File: src/rtl/intarb_pkg.sv
package intarb_pkg;
  localparam int REG_W     = 8;
  localparam int BUS_BYTES = 2;
  localparam int BUS_W     = REG_W * BUS_BYTES;
  localparam int DMA_W     = REG_W;
  localparam int ADDR_W    = 3;

  // bus events that are non-fatal while masked
  localparam logic [BUS_W-1:0] NF_INITIATOR  = 16'h0307;
  localparam logic [BUS_W-1:0] NF_TARGET_ADD = 16'h0008;

  localparam logic [ADDR_W-1:0] A_BSTAT0 = 3'd0;
  localparam logic [ADDR_W-1:0] A_DSTAT  = 3'd2;
  localparam logic [ADDR_W-1:0] A_BEN0   = 3'd3;
  localparam logic [ADDR_W-1:0] A_DEN    = 3'd5;
  localparam logic [ADDR_W-1:0] A_CTRL   = 3'd6;
  localparam logic [ADDR_W-1:0] A_SUM    = 3'd7;
  localparam int SUM_FLY_BIT = 2;

  typedef struct packed {
    logic [BUS_BYTES-1:0] clrBus;
    logic                 clrDma;
    logic                 clrFly;
    logic [BUS_BYTES-1:0] wrBusEn;
    logic                 wrDmaEn;
    logic                 wrCtrl;
    logic [REG_W-1:0]     data;
  } regStrobe_t;
endpackage

File: src/rtl/intarb_ctrl.sv
module intarb_ctrl
  import intarb_pkg::*;
(
  input  logic              clk,
  input  logic              rstN,
  input  logic [ADDR_W-1:0] regAddr,
  input  logic              regWr,
  input  logic [REG_W-1:0]  regWrData,
  input  logic              restart,
  input  logic              fatalArrive,
  input  logic              anyPend,
  input  logic              pinDrive,
  input  logic              pinMask,
  output regStrobe_t        strb,
  output logic              haltReq,
  output logic              intN
);
  // address decode into one-cycle strobes
  genvar b;
  generate
    for (b = 0; b < BUS_BYTES; b++) begin : g_dec
      assign strb.clrBus[b]  = regWr && (regAddr == A_BSTAT0 + ADDR_W'(b));
      assign strb.wrBusEn[b] = regWr && (regAddr == A_BEN0 + ADDR_W'(b));
    end
  endgenerate

  assign strb.clrDma  = regWr && (regAddr == A_DSTAT);
  assign strb.clrFly  = regWr && (regAddr == A_SUM) && regWrData[SUM_FLY_BIT];
  assign strb.wrDmaEn = regWr && (regAddr == A_DEN);
  assign strb.wrCtrl  = regWr && (regAddr == A_CTRL);
  assign strb.data    = regWrData;

  // halt latch: a new fatal arrival outranks a restart
  always_ff @(posedge clk or negedge rstN) begin
    if (!rstN)                     haltReq <= 1'b0;
    else if (fatalArrive)          haltReq <= 1'b1;
    else if (restart && !anyPend)  haltReq <= 1'b0;
  end

  // registered level pin, active low
  always_ff @(posedge clk or negedge rstN) begin
    if (!rstN) intN <= 1'b1;
    else       intN <= !(pinDrive && !pinMask);
  end
endmodule

File: src/rtl/intarb_dp.sv
module intarb_dp
  import intarb_pkg::*;
(
  input  logic              clk,
  input  logic              rstN,
  input  logic              targetMode,
  input  logic [BUS_W-1:0]  busEvt,
  input  logic [DMA_W-1:0]  dmaEvt,
  input  logic              flyEvt,
  input  regStrobe_t        strb,
  input  logic [ADDR_W-1:0] regAddr,
  input  logic              haltReq,
  output logic [REG_W-1:0]  regRdData,
  output logic              busPend,
  output logic              dmaPend,
  output logic              fatalArrive,
  output logic              pinDrive,
  output logic              pinMask,
  output logic              flyQ
);
  logic [BUS_W-1:0] busStat, busEn, nfMask, fatalSel;
  logic [DMA_W-1:0] dmaStat, dmaEn;

  genvar b;
  generate
    for (b = 0; b < BUS_BYTES; b++) begin : g_lane
      logic [REG_W-1:0] statQ, enQ;
      always_ff @(posedge clk or negedge rstN) begin
        if (!rstN) begin
          statQ <= '0;
          enQ   <= '0;
        end else begin
          statQ <= (statQ & ~(strb.clrBus[b] ? strb.data : '0))
                   | busEvt[b*REG_W +: REG_W];
          if (strb.wrBusEn[b]) enQ <= strb.data;
        end
      end
      assign busStat[b*REG_W +: REG_W] = statQ;
      assign busEn[b*REG_W +: REG_W]   = enQ;
    end
  endgenerate

  always_ff @(posedge clk or negedge rstN) begin
    if (!rstN) begin
      dmaStat <= '0;
      dmaEn   <= '0;
      pinMask <= 1'b0;
      flyQ    <= 1'b0;
    end else begin
      dmaStat <= (dmaStat & ~(strb.clrDma ? strb.data : '0)) | dmaEvt;
      if (strb.wrDmaEn) dmaEn   <= strb.data;
      if (strb.wrCtrl)  pinMask <= strb.data[0];
      flyQ <= (flyQ && !strb.clrFly) || flyEvt;
    end
  end

  // fatal classification: enabled, or outside the mode's non-fatal set
  assign nfMask      = NF_INITIATOR | (targetMode ? NF_TARGET_ADD : '0);
  assign fatalSel    = busEn | ~nfMask;
  assign busPend     = |(busStat & fatalSel);
  assign dmaPend     = |dmaStat;
  assign fatalArrive = (|(busEvt & fatalSel)) || (|dmaEvt);
  assign pinDrive    = (|(busStat & busEn)) || (|(dmaStat & dmaEn)) || flyQ;

  always_comb begin
    case (regAddr)
      3'd0:    regRdData = busStat[REG_W-1:0];
      3'd1:    regRdData = busStat[BUS_W-1:REG_W];
      3'd2:    regRdData = dmaStat;
      3'd3:    regRdData = busEn[REG_W-1:0];
      3'd4:    regRdData = busEn[BUS_W-1:REG_W];
      3'd5:    regRdData = dmaEn;
      3'd6:    regRdData = {{(REG_W-1){1'b0}}, pinMask};
      default: regRdData = {{(REG_W-4){1'b0}}, haltReq, flyQ, dmaPend, busPend};
    endcase
  end
endmodule

File: src/rtl/intarb_top.sv
module intarb_top
  import intarb_pkg::*;
(
  input  logic              clk,
  input  logic              rstN,
  input  logic              targetMode,
  input  logic [BUS_W-1:0]  busEvt,
  input  logic [DMA_W-1:0]  dmaEvt,
  input  logic              flyEvt,
  input  logic              restart,
  input  logic [ADDR_W-1:0] regAddr,
  input  logic              regWr,
  input  logic [REG_W-1:0]  regWrData,
  output logic [REG_W-1:0]  regRdData,
  output logic              haltReq,
  output logic              busPend,
  output logic              dmaPend,
  output logic              intN
);
  regStrobe_t strbW;
  logic fatalArriveW, pinDriveW, pinMaskW, flyQW;

  intarb_ctrl i_ctrl (
    .clk(clk), .rstN(rstN), .regAddr(regAddr), .regWr(regWr),
    .regWrData(regWrData), .restart(restart), .fatalArrive(fatalArriveW),
    .anyPend(busPend || dmaPend), .pinDrive(pinDriveW), .pinMask(pinMaskW),
    .strb(strbW), .haltReq(haltReq), .intN(intN)
  );

  intarb_dp i_dp (
    .clk(clk), .rstN(rstN), .targetMode(targetMode), .busEvt(busEvt),
    .dmaEvt(dmaEvt), .flyEvt(flyEvt), .strb(strbW), .regAddr(regAddr),
    .haltReq(haltReq), .regRdData(regRdData), .busPend(busPend),
    .dmaPend(dmaPend), .fatalArrive(fatalArriveW), .pinDrive(pinDriveW),
    .pinMask(pinMaskW), .flyQ(flyQW)
  );
endmodule

File: config.mk
export PLATFORM = sky130hd
export DESIGN_NAME = intarb_top
export DESIGN_NICKNAME = d
export VERILOG_FILES = /design/src/rtl/intarb_pkg.sv /design/src/rtl/intarb_ctrl.sv /design/src/rtl/intarb_dp.sv /design/src/rtl/intarb_top.sv
export SDC_FILE = /design/constraint.sdc
export NUM_CORES = 1
export LEC_CHECK = 0
export ABC_AREA = 1
export BUFFER_PORTS_ARGS = -buffer_cell sky130_fd_sc_hd__buf_2
export CAP_MARGIN = 20
export CORE_MARGIN = 2
export CORE_UTILIZATION = 55
export DETAILED_ROUTE_END_ITERATION = 10
export PLACE_DENSITY = 0.79
export RECOVER_POWER = 25
export SYNTH_ARGS = -nofsm -noshare
export SYNTH_HDL_FRONTEND = slang
export SYNTH_SLANG_ARGS = --single-unit
File: constraint.sdc
create_clock -name clk -period 1.25 [get_ports clk]
set_clock_uncertainty 0.15 [all_clocks]
set_input_delay 0.0625 -clock clk [delete_from_list [all_inputs] [get_ports clk]]
set_output_delay 0.0625 -clock clk [all_outputs]
set_load 0.1 [all_outputs]
==> parameters.txt, run 1 <==
Parameter                              Value

STA
  Final-layout setup total negative slack    -5.535 ns
  Final number of setup-violating endpoints    14
  Count of pins over their slew limit    0
  Post-route minimum period    1.937 ns
  Final critical-path share of the clock period    155.0%
  Max Clock Freq    0.5162 GHz
  Worst hold slack after final layout    -0.002232 ns
  Transition time of the tightest slew-check pin    0.7645 ns
  Worst rel slew slack    49.03%
  RSZ-0062 raised after global routing    true
  Hold Violations, Final    1
  Worst setup slack after layout    -0.6871 ns

Final layout
  P&R area growth vs syn    59.87%
  Net count of the finished layout    between 500 and 600
  Util after Layout    90.06%
  Proportion of layout cells with a drive suffix above 1    34.83%
  Number of antenna repair diodes    0
  Final instance area    4571 µm²

Hold path
  Class of the tightest hold or removal check    primary input to flop
  Hold path startpoint    regAddr[2]
  WHS Path Cells    3
  Destination of the worst hold path    i_dp.pinMask

Clock network
  Number of buffers between clock root and the deepest sink    2
  Root buffer selected by CTS    sky130_fd_sc_hd__clkbuf_8
  Clock slew at reported path FFs    around 0.1 ns
  Max H-tree Level    2
  Total CTS buffers    5
  Clock Latency Late Sink    roughly 0.31 ns
  CTS tree    built
  Count of clock tree sinks    52

GRT
  Number of global-route vias before repair    between 3,000 and 4,000
  Total GRT Usage    between 30 and 40%
  Wire length of the first global-routing pass    16,490 µm
  Number of antenna violations at the first check in global routing    0
  Overall overflow remaining after global route    0
  Pin count of the biggest net entering global routing    53

Critical path
  WP buf/inv    2
  Worst Reg2Reg Path Length in Cells    11
  Count of cell instances traversed by the critical path    9
  Largest driver fanout on the critical path    2
  Element type at the critical path start    flop
  Worst flop-to-flop path startpoint    i_dp.g_lane[1].statQ[4]
  Critical setup path kind    flop to output pin
  FF-to-FF setup slack    -0.42 ns
  Cell type group with the largest total delay on the critical path    simple AND/OR/NAND/NOR gates
  Slowest stage cell, crit path    sky130_fd_sc_hd__dfrtp_1
  Series of cell instances along the critical path    nor2_1 > nand2_1 > nor2_2 > nand2_2 > nor2_4 > clkinvlp_4 > nand2_4 > nand2_8 > buf_12
  Worst setup path startpoint    i_dp.g_lane[1].statQ[4]
  Required time worst endpoint    1.04 ns
  Endpoint class of the critical path    output pin
  Arrival time reported for the critical path endpoint    ~1.7 ns
  Crit path largest cell delay    approximately 0.40 ns
  Worst r2r dst    i_ctrl.haltReq

Die
  Height of the die    between 70 and 80 µm
  Horizontal extent of the die    76.10 µm
  Die footprint    5791 µm²
  Initial cell density of the core    a little under three fifths
  Top-level port count    53
  Core Box Area    5075 µm²
  Site Rows    26

Logic synthesis
  Cell with the most instances after synthesis    sky130_fd_sc_hd__nand2_1
  Most numerous cell types in the synthesized netlist    sky130_fd_sc_hd__nand2_1 (144), sky130_fd_sc_hd__inv_1 (59), sky130_fd_sc_hd__dfrtp_1 (51)
  Share of the synthesized area in the top cell type    44.64%
  Ys flop type    sky130_fd_sc_hd__dfrtp_1
  Post-synth design cell area    2859 µm²
  Top area cells in the synthesized netlist    sky130_fd_sc_hd__dfrtp_1 (45%), sky130_fd_sc_hd__nand2_1 (19%), sky130_fd_sc_hd__o21ai_0 (8.2%)
  Largest area contributor in the synthesized netlist    sky130_fd_sc_hd__dfrtp_1
  Post-Syn Nets    between 400 and 500
  Share of flip-flops with an asynchronous set or reset after synthesis    100.0%
  Number of cells produced by synthesis    398
  Synthesis Warnings    0
  Proportion of synthesized chip area in sequential cells    45.56%
  Register bit count reported by yosys    52
  Post-synth EDFFs    0
  Mean instance size in the synthesized netlist    7.183 µm²
  Count of distinct cell types in the synthesized netlist    22

Job
  Max-cap violation count    0

Placement
  Port Buffers    52
  DP Wirelength    6520 µm
  Placement-stage cell area    slightly below 4000 µm²
  Final RePlAce weighted congestion    between 0.9 and 1

Detailed routing
  DR pass1 iterations    6
  Number of nets with antenna violations after routing    0
  Vias/cell    5.858
  Total Wirelength    12,040 µm
  Per-cell routed wire length    19.20 µm
  Initial drt markers    527
  Number of remaining DRC errors    0
  Overall via count from detail_route    3,673

Power and ir drop
  Pleak    2.259 nW
  Power Density    1054 nW/µm²
  Worst ir drop on vdd    between 0.8 and 0.9 mV
  Total Power Consumption    4.815 mW

Outcome
  Failing checks    hold timing, setup timing
  Status    finished with violations
[metal layers]
layer	track usage (%)	vias up	share of wire [%]
met3	7.346	118	12
met4	18.73	0	8.4
li1	-	1561	-
met5	0	-	0
met1	44.51	1670	33
met2	61.88	324	46
[worst max path at each step]
stage / end / slack, ns
after floorplan: regRdData[0] / -0.64
after global placement: regRdData[0] / -0.39
after detailed placement: regRdData[0] / -0.43
after CTS: regRdData[0] / -0.60
after global routing: regRdData[0] / -0.76
final: regRdData[0] / -0.69
[cell usage in the layout, fill, tap and decap left out]
master and instances:
sky130_fd_sc_hd__a21o_1 1, sky130_fd_sc_hd__a21oi_1 3, sky130_fd_sc_hd__a21oi_2 2, sky130_fd_sc_hd__buf_12 13, sky130_fd_sc_hd__buf_2 40, sky130_fd_sc_hd__buf_4 58
sky130_fd_sc_hd__buf_6 10, sky130_fd_sc_hd__clkbuf_1 2, sky130_fd_sc_hd__clkbuf_4 1, sky130_fd_sc_hd__clkbuf_8 6, sky130_fd_sc_hd__clkinvlp_4 1, sky130_fd_sc_hd__dfrtp_1 50
sky130_fd_sc_hd__dfrtp_4 1, sky130_fd_sc_hd__dfstp_2 1, sky130_fd_sc_hd__dlygate4sd3_1 35, sky130_fd_sc_hd__inv_1 55, sky130_fd_sc_hd__inv_2 6, sky130_fd_sc_hd__inv_6 1
sky130_fd_sc_hd__nand2_1 129, sky130_fd_sc_hd__nand2_2 13, sky130_fd_sc_hd__nand2_4 7, sky130_fd_sc_hd__nand2_8 1, sky130_fd_sc_hd__nand3_1 8, sky130_fd_sc_hd__nand3_2 3
sky130_fd_sc_hd__nand3_4 4, sky130_fd_sc_hd__nand4_1 9, sky130_fd_sc_hd__nor2_1 21, sky130_fd_sc_hd__nor2_2 9, sky130_fd_sc_hd__nor2_4 2, sky130_fd_sc_hd__nor3_1 2
sky130_fd_sc_hd__nor3_2 1, sky130_fd_sc_hd__nor3_4 3, sky130_fd_sc_hd__o21ai_0 42, sky130_fd_sc_hd__o21ai_1 6, sky130_fd_sc_hd__o21ai_2 8, sky130_fd_sc_hd__o21ai_4 1
sky130_fd_sc_hd__o22ai_2 1, sky130_fd_sc_hd__or2_4 1
[registers in the layout, summed over array words and instances, names as in the netlist]
register,cells
i_dp.pinMask,1
i_dp.dmaEn,8
i_ctrl.haltReq,1
i_ctrl.intN,1
i_dp.dmaStat,8
i_dp.g_lane.enQ,16
i_dp.g_lane.statQ,16
i_dp.flyQ,1
[per-stage QoR]
stage	instances	worst slack, ns
global placement	572	-0.3882
CTS	621	-0.6006
detailed placement	572	-0.4272
finish	627	-0.6871
global route	627	-0.7565
floorplan	398	-0.6379
[where the power goes]
| group | switching (mW) | total, mW | internal [mW] |
|---|---|---|---|
| clock | 0.584 | 1.04 | 0.455 |
| combinational | 1.06 | 1.78 | 0.713 |
| sequential | 0.140 | 2.00 | 1.86 |
[what timing repair did]
action | in CTS | in global routing
setup endpoints to repair | 13 | 22
buffers inserted | 10 | 8
hold buffers | 35 | 0
hold endpoints to repair | 102 | 0
resized for setup | 38 | 24
pin swaps | 20 | 16
[kinds of logic after synthesis]
logic type	count (synthesis)	share of synthesized area, %
DFF	52	45.56
buffers and inverters	69	10.42
and+or+nand+nor	213	31.77
AOI/OAI and AO/OA	64	12.25
[worst register-to-register path, cell delays in order, from the launching register on]
cell and delay, ns:
sky130_fd_sc_hd__dfrtp_1 0.40, sky130_fd_sc_hd__nor2_1 0.16, sky130_fd_sc_hd__nand2_1 0.10, sky130_fd_sc_hd__nor2_2 0.12, sky130_fd_sc_hd__nand2_2 0.08, sky130_fd_sc_hd__nor2_4 0.14
sky130_fd_sc_hd__buf_4 0.13, sky130_fd_sc_hd__buf_4 0.10, sky130_fd_sc_hd__buf_4 0.09, sky130_fd_sc_hd__nand2_1 0.04, sky130_fd_sc_hd__nand2_1 0.05, sky130_fd_sc_hd__nand2_1 0.05
[layout make-up]
| cell class | count | area (µm²) |
|---|---|---|
| multi-input combinational | 277 | 1475 |
| tap | 70 | 87.58 |
| timing repair buffer | 157 | 1366 |
| inverter | 63 | 245.2 |
| fill | 237 | 504.2 |
| sequential | 52 | 1306 |
| clock buffer | 8 | 90.09 |
Note: power is estimated with default switching activity, not from simulation.
==> inputs of run 2 (changes only) <==
--- a/config.mk
+++ b/config.mk
@@ -5,13 +5,13 @@
 export SDC_FILE = /design/constraint.sdc
 export NUM_CORES = 1
 export LEC_CHECK = 0
-export ABC_AREA = 1
 export BUFFER_PORTS_ARGS = -buffer_cell sky130_fd_sc_hd__buf_2
 export CAP_MARGIN = 20
 export CORE_MARGIN = 2
 export CORE_UTILIZATION = 55
 export DETAILED_ROUTE_END_ITERATION = 10
-export PLACE_DENSITY = 0.79
+export HOLD_SLACK_MARGIN = 0.15
+export PLACE_DENSITY = 0.8
 export RECOVER_POWER = 25
 export SYNTH_ARGS = -nofsm -noshare
 export SYNTH_HDL_FRONTEND = slang
==> run 2 against run 1 <==
Net effect: the run now fails in clock tree synthesis; synthesized cell count decreased by 38%; synthesized area fell by 6.0%.
==> parameters.txt, run 2 <==
Parameter                              Value

Outcome
  Status    did not finish
  Stopped at    clock tree synthesis
  Err    [ERROR DPL-0038] Utilization greater than 100%, impossible to legalize

Logic synthesis
  Post-Syn Nets    about 290
  Ys flop type    sky130_fd_sc_hd__dfrtp_1
  Share of the synthesized area in the top cell type    47.49%
  Post-synth design cell area    between 2000 and 3000 µm²
  Synthesis Warnings    0
  Largest family of logic cells by synthesized area    compound AO/OA/AOI/OAI gates
  Largest area contributor in the synthesized netlist    sky130_fd_sc_hd__dfrtp_1
  Register bit count reported by yosys    52
  Cell with the most instances after synthesis    sky130_fd_sc_hd__dfrtp_1
  Multiplexer share of the synthesized area    between 10% and 20%
  Mean instance size in the synthesized netlist    10.88 µm²
  Most numerous cell types in the synthesized netlist    sky130_fd_sc_hd__dfrtp_1 (51), sky130_fd_sc_hd__nand2_1 (30), sky130_fd_sc_hd__a21o_1 (25), sky130_fd_sc_hd__mux2_1 (25), sky130_fd_sc_hd__nor2_1 (12)
  Compound-cell area share of the yosys netlist    between 20% and 30%
  Share of flip-flops with an asynchronous set or reset after synthesis    100.0%
  Count of distinct cell types in the synthesized netlist    45
  Synth Area in Adders    0%
  Post-synth EDFFs    0
  Proportion of synthesized chip area in sequential cells    48.46%
  Top area cells in the synthesized netlist    sky130_fd_sc_hd__dfrtp_1 (47%), sky130_fd_sc_hd__mux2_1 (10%), sky130_fd_sc_hd__a21o_1 (7.0%)
  Number of cells produced by synthesis    247
  Synth Area in XOR/XNOR    0%
  Share of synthesized cell area in and, or, nand and nor gates    between 10% and 20%

Placement
  DP Wirelength    about 7400 µm
  Port Buffers    52
  Placement-stage cell area    approximately 4000 µm²
  Post-Place Setup Slack    -0.9559 ns
  Final RePlAce weighted congestion    ~1

Clock network
  Cts hold-fix bufs    37
  Root buffer selected by CTS    sky130_fd_sc_hd__clkbuf_8
  Count of clock tree sinks    52
  Max H-tree Level    2
  Total CTS buffers    5
  Count of buffers added by post-CTS timing repair for setup    6
  Post-cts sizing count    50
  Number of buffers between clock root and the deepest sink    2

Die
  Top-level port count    53
  Site Rows    25
  Horizontal extent of the die    73.91 µm
  Height of the die    73.91 µm
  Initial cell density of the core    56.90%
==> run 2: cell count changes after synthesis, sizes merged, moves of 6 or more <==
cell    change
nand2     -119
inv        -60
o21ai      -55
mux2       +29
a21o       +25
nor2       -20
nand3      -13
a22oi      +10
mux2i       +7
a221oi      +6
a22o        +6
nand4       -6
nor4        +6
==> run 2: kinds of logic after synthesis <==
group,Yosys count
muxes,37
and+or+nand+nor,74
buffers and inverters,11
DFF,52
AOI/OAI and AO/OA,73
==> run 2: through the flow <==
step                hold slack (ns)  instances
floorplan                   -0.3831        247
global placement           -0.07421        458
detailed placement         -0.07306        458
==> inputs of run 3 (changes only) <==
--- a/config.mk
+++ b/config.mk
@@ -8,10 +8,9 @@
 export BUFFER_PORTS_ARGS = -buffer_cell sky130_fd_sc_hd__buf_2
 export CAP_MARGIN = 20
 export CORE_MARGIN = 2
-export CORE_UTILIZATION = 55
+export CORE_UTILIZATION = 40
 export DETAILED_ROUTE_END_ITERATION = 10
-export HOLD_SLACK_MARGIN = 0.15
-export PLACE_DENSITY = 0.8
+export PLACE_DENSITY_LB_ADDON = 0.15
 export RECOVER_POWER = 25
 export SYNTH_ARGS = -nofsm -noshare
 export SYNTH_HDL_FRONTEND = slang
==> run 3 against run 2 <==
Net effect: the flow now finishes, with violations (hold timing, setup timing); synthesized area did not move; synthesized cell count did not move.
==> parameters.txt, run 3 <==
Parameter                              Value

Clock network
  Cts hold-fix bufs    36
  CTS tree    built
  Clock slew at reported path FFs    0.09 ns
  Max H-tree Level    2
  Root buffer selected by CTS    sky130_fd_sc_hd__clkbuf_8
  Count of clock tree sinks    52
  Total CTS buffers    5
  Number of buffers between clock root and the deepest sink    2
  Clock Latency Late Sink    0.31 ns

Logic synthesis
  Most numerous cell types in the synthesized netlist    sky130_fd_sc_hd__dfrtp_1 (51), sky130_fd_sc_hd__nand2_1 (30), sky130_fd_sc_hd__a21o_1 (25), sky130_fd_sc_hd__mux2_1 (25), sky130_fd_sc_hd__nor2_1 (12)
  Top area cells in the synthesized netlist    sky130_fd_sc_hd__dfrtp_1 (47%), sky130_fd_sc_hd__mux2_1 (10%), sky130_fd_sc_hd__a21o_1 (7.0%)
  Mean instance size in the synthesized netlist    between 10 and 15 µm²
  Share of flip-flops with an asynchronous set or reset after synthesis    100.0%
  Largest area contributor in the synthesized netlist    sky130_fd_sc_hd__dfrtp_1
  Cell with the most instances after synthesis    sky130_fd_sc_hd__dfrtp_1
  Register bit count reported by yosys    52
  Post-synth EDFFs    0
  Count of distinct cell types in the synthesized netlist    45
  Proportion of synthesized chip area in sequential cells    48.46%
  Post-synth design cell area    2688 µm²
  Number of cells produced by synthesis    between 200 and 250
  Ys flop type    sky130_fd_sc_hd__dfrtp_1
  Post-Syn Nets    between 200 and 300
  Share of the synthesized area in the top cell type    47.49%
  Synthesis Warnings    0

Critical path
  Largest driver fanout on the critical path    2
  Endpoint class of the critical path    output pin
  Element type at the critical path start    flop
  Critical setup path kind    flop to output pin
  Worst flop-to-flop path startpoint    i_dp.g_lane[0].enQ[1]
  Arrival time reported for the critical path endpoint    2.20 ns
  Worst setup path startpoint    i_dp.g_lane[0].statQ[7]
  Required time worst endpoint    1.04 ns

Power and ir drop
  Net switching component of the power    1.608 mW
  Power Density    1064 nW/µm²
  Sequential power share    40.2%
  Combinational fraction of design power    35.0%
  Proportion of power drawn by the clock network    24.7%
  Internal power    3.486 mW
  Worst ir drop on vdd    0.7327 mV
  Switching part of the total power    31.56%
  Pleak    2.074 nW

STA
  Final critical-path share of the clock period    192.8%
  Worst hold slack after final layout    -0.03977 ns
  Worst rel slew slack    around two thirds
  Max Clock Freq    0.4150 GHz
  Count of pins over their slew limit    0
  Worst setup slack after layout    -1.160 ns
  Final number of setup-violating endpoints    13
  Transition time of the tightest slew-check pin    0.5297 ns
  Hold Violations, Final    1
  RSZ-0062 raised after global routing    true
  Post-route minimum period    2.410 ns

Final layout
  Proportion of layout cells with a drive suffix above 1    between 40 and 50%
  Most frequent cells in the layout    sky130_fd_sc_hd__buf_4 (90), sky130_fd_sc_hd__dfrtp_1 (49), sky130_fd_sc_hd__dlygate4sd3_1 (36), sky130_fd_sc_hd__buf_2 (36), sky130_fd_sc_hd__nand2_1 (29)
  Most common library cell in the layout ignoring fill and taps    sky130_fd_sc_hd__buf_4
  Util after Layout    74.52%
  P&R area growth vs syn    78.07%
  Registers with the highest flip-flop counts    i_dp.g_lane.enQ: 16 flops, i_dp.g_lane.statQ: 16 flops
  Fill cell instance count of the final layout    slightly above 400
  Footprint of the flip-flops and latches    1308 µm²
  Number of antenna repair diodes    0
  Net count of the finished layout    479
  Area of the multi-input gates    1597 µm²

Die
  Site Rows    29
  Height of the die    85.97 µm
  Core Box Area    between 6000 and 7000 µm²
  Horizontal extent of the die    85.97 µm
  Initial cell density of the core    a little over two fifths
  Die footprint    approximately 7400 µm²
  Top-level port count    53

Job
  Max-cap violation count    0

GRT
  Total GRT Usage    28.49%
  Number of antenna violations at the first check in global routing    0
  Overall overflow remaining after global route    0
  Wire length of the first global-routing pass    about 16,000 µm
  Pin count of the biggest net entering global routing    31
  Number of global-route vias before repair    3,023

Placement
  Port Buffers    52
  Final RePlAce weighted congestion    0.9899
  DP Wirelength    7209 µm
  Post-Place Setup Slack    -0.9597 ns

Detailed routing
  Initial drt markers    around 150
  Number of remaining DRC errors    0
  Overall via count from detail_route    2,873
  Total Wirelength    a little under 10,000 µm
  DR pass1 iterations    5
  Number of nets with antenna violations after routing    0
  Per-cell routed wire length    between 15 and 20 µm
  Vias/cell    approximately 5.6

Outcome
  Failing checks    hold timing, setup timing
  Status    finished with violations

Hold path
  Class of the tightest hold or removal check    primary input to flop
  Hold path startpoint    targetMode
-- run 3: cell counts after synthesis --
No cell type changed its count.
-- run 3: layer usage --
metal | vias up | share of wire, % | wire length, µm | track usage, %
met5 | - | 0 | 0 | 0
met4 | 0 | 2.4 | 237 | 9.091
met3 | 21 | 6.3 | 622 | 4.331
met2 | 105 | 49 | 4852 | 46.72
met1 | 1417 | 42 | 4116 | 38.83
li1 | 1330 | - | - | -
-- run 3: worst max-delay path: stages, from the launching register on --
cell,delay (ns)
sky130_fd_sc_hd__dfrtp_1,0.38
sky130_fd_sc_hd__or4_4,0.54
sky130_fd_sc_hd__a21o_1,0.18
sky130_fd_sc_hd__or3_4,0.33
sky130_fd_sc_hd__o31a_4,0.29
sky130_fd_sc_hd__buf_12,0.17
-- run 3: through the flow --
step	instance area, µm²	TNS (ns)	instances	total power, mW
global route	4786	-8.508	516	5.306
CTS	4757	-7.744	514	5.091
global placement	4091	-17.16	467	3.619
detailed placement	4091	-17.55	467	3.650
floorplan	2893	-3.990	247	2.883
finish	4786	-7.656	516	5.094
-- run 3: area by class of cell --
cell class | count | area share [%]
Clock buffer | 7 | 2.013
Timing Repair Buffer | 192 | 34.43
Inverter | 3 | 0.2353
Sequential cell | 52 | 27.32
Clock inverter | 1 | 0.6275
Multi-Input combinational cell | 184 | 33.36
Tap cell | 77 | 2.013
-- run 3: logic make-up (layout without fill, tap and decap cells) --
family,Yosys count,count (layout),synth area share (%)
muxes,37,37,15.74
and+or+nand+nor,74,74,13.78
AOI/OAI and AO/OA,73,73,20.34
buffers and inverters,11,203,1.676
DFF,52,52,48.46
-- run 3: path summary, 6_finish.rpt --
path / end / slack [ns] / depth (start not counted)
min: i_ctrl.haltReq / -0.04 / 4
max in group asynchronous: i_dp.dmaStat[3] / 0.31 / 3
min reg2reg: i_dp.dmaEn[3] / 0.38 / 1
max: regRdData[0] / -1.16 / 5
max reg2reg: i_ctrl.haltReq / -0.58 / 5
min in group asynchronous: i_dp.flyQ / 0.25 / 3
-- run 3: what timing repair did --
item	4_1_cts	5_1_grt
pin swaps	11	5
gates resized for setup	41	12
hold endpoints to repair	101	1
buffers inserted	3	4
setup endpoints to repair	26	37
gates cloned	0	0
-- run 3: power groups by stage --
stage / sequential (mW) / clock (mW) / combinational [mW]
6_report: 2.05 / 1.26 / 1.79
5_1_grt: 2.07 / 1.34 / 1.89
4_1_cts: 2.04 / 1.29 / 1.76
3_5_place_dp: 2.07 / 0 / 1.58
3_3_place_gp: 2.06 / 0 / 1.56
2_1_floorplan: 2.10 / 0 / 0.783
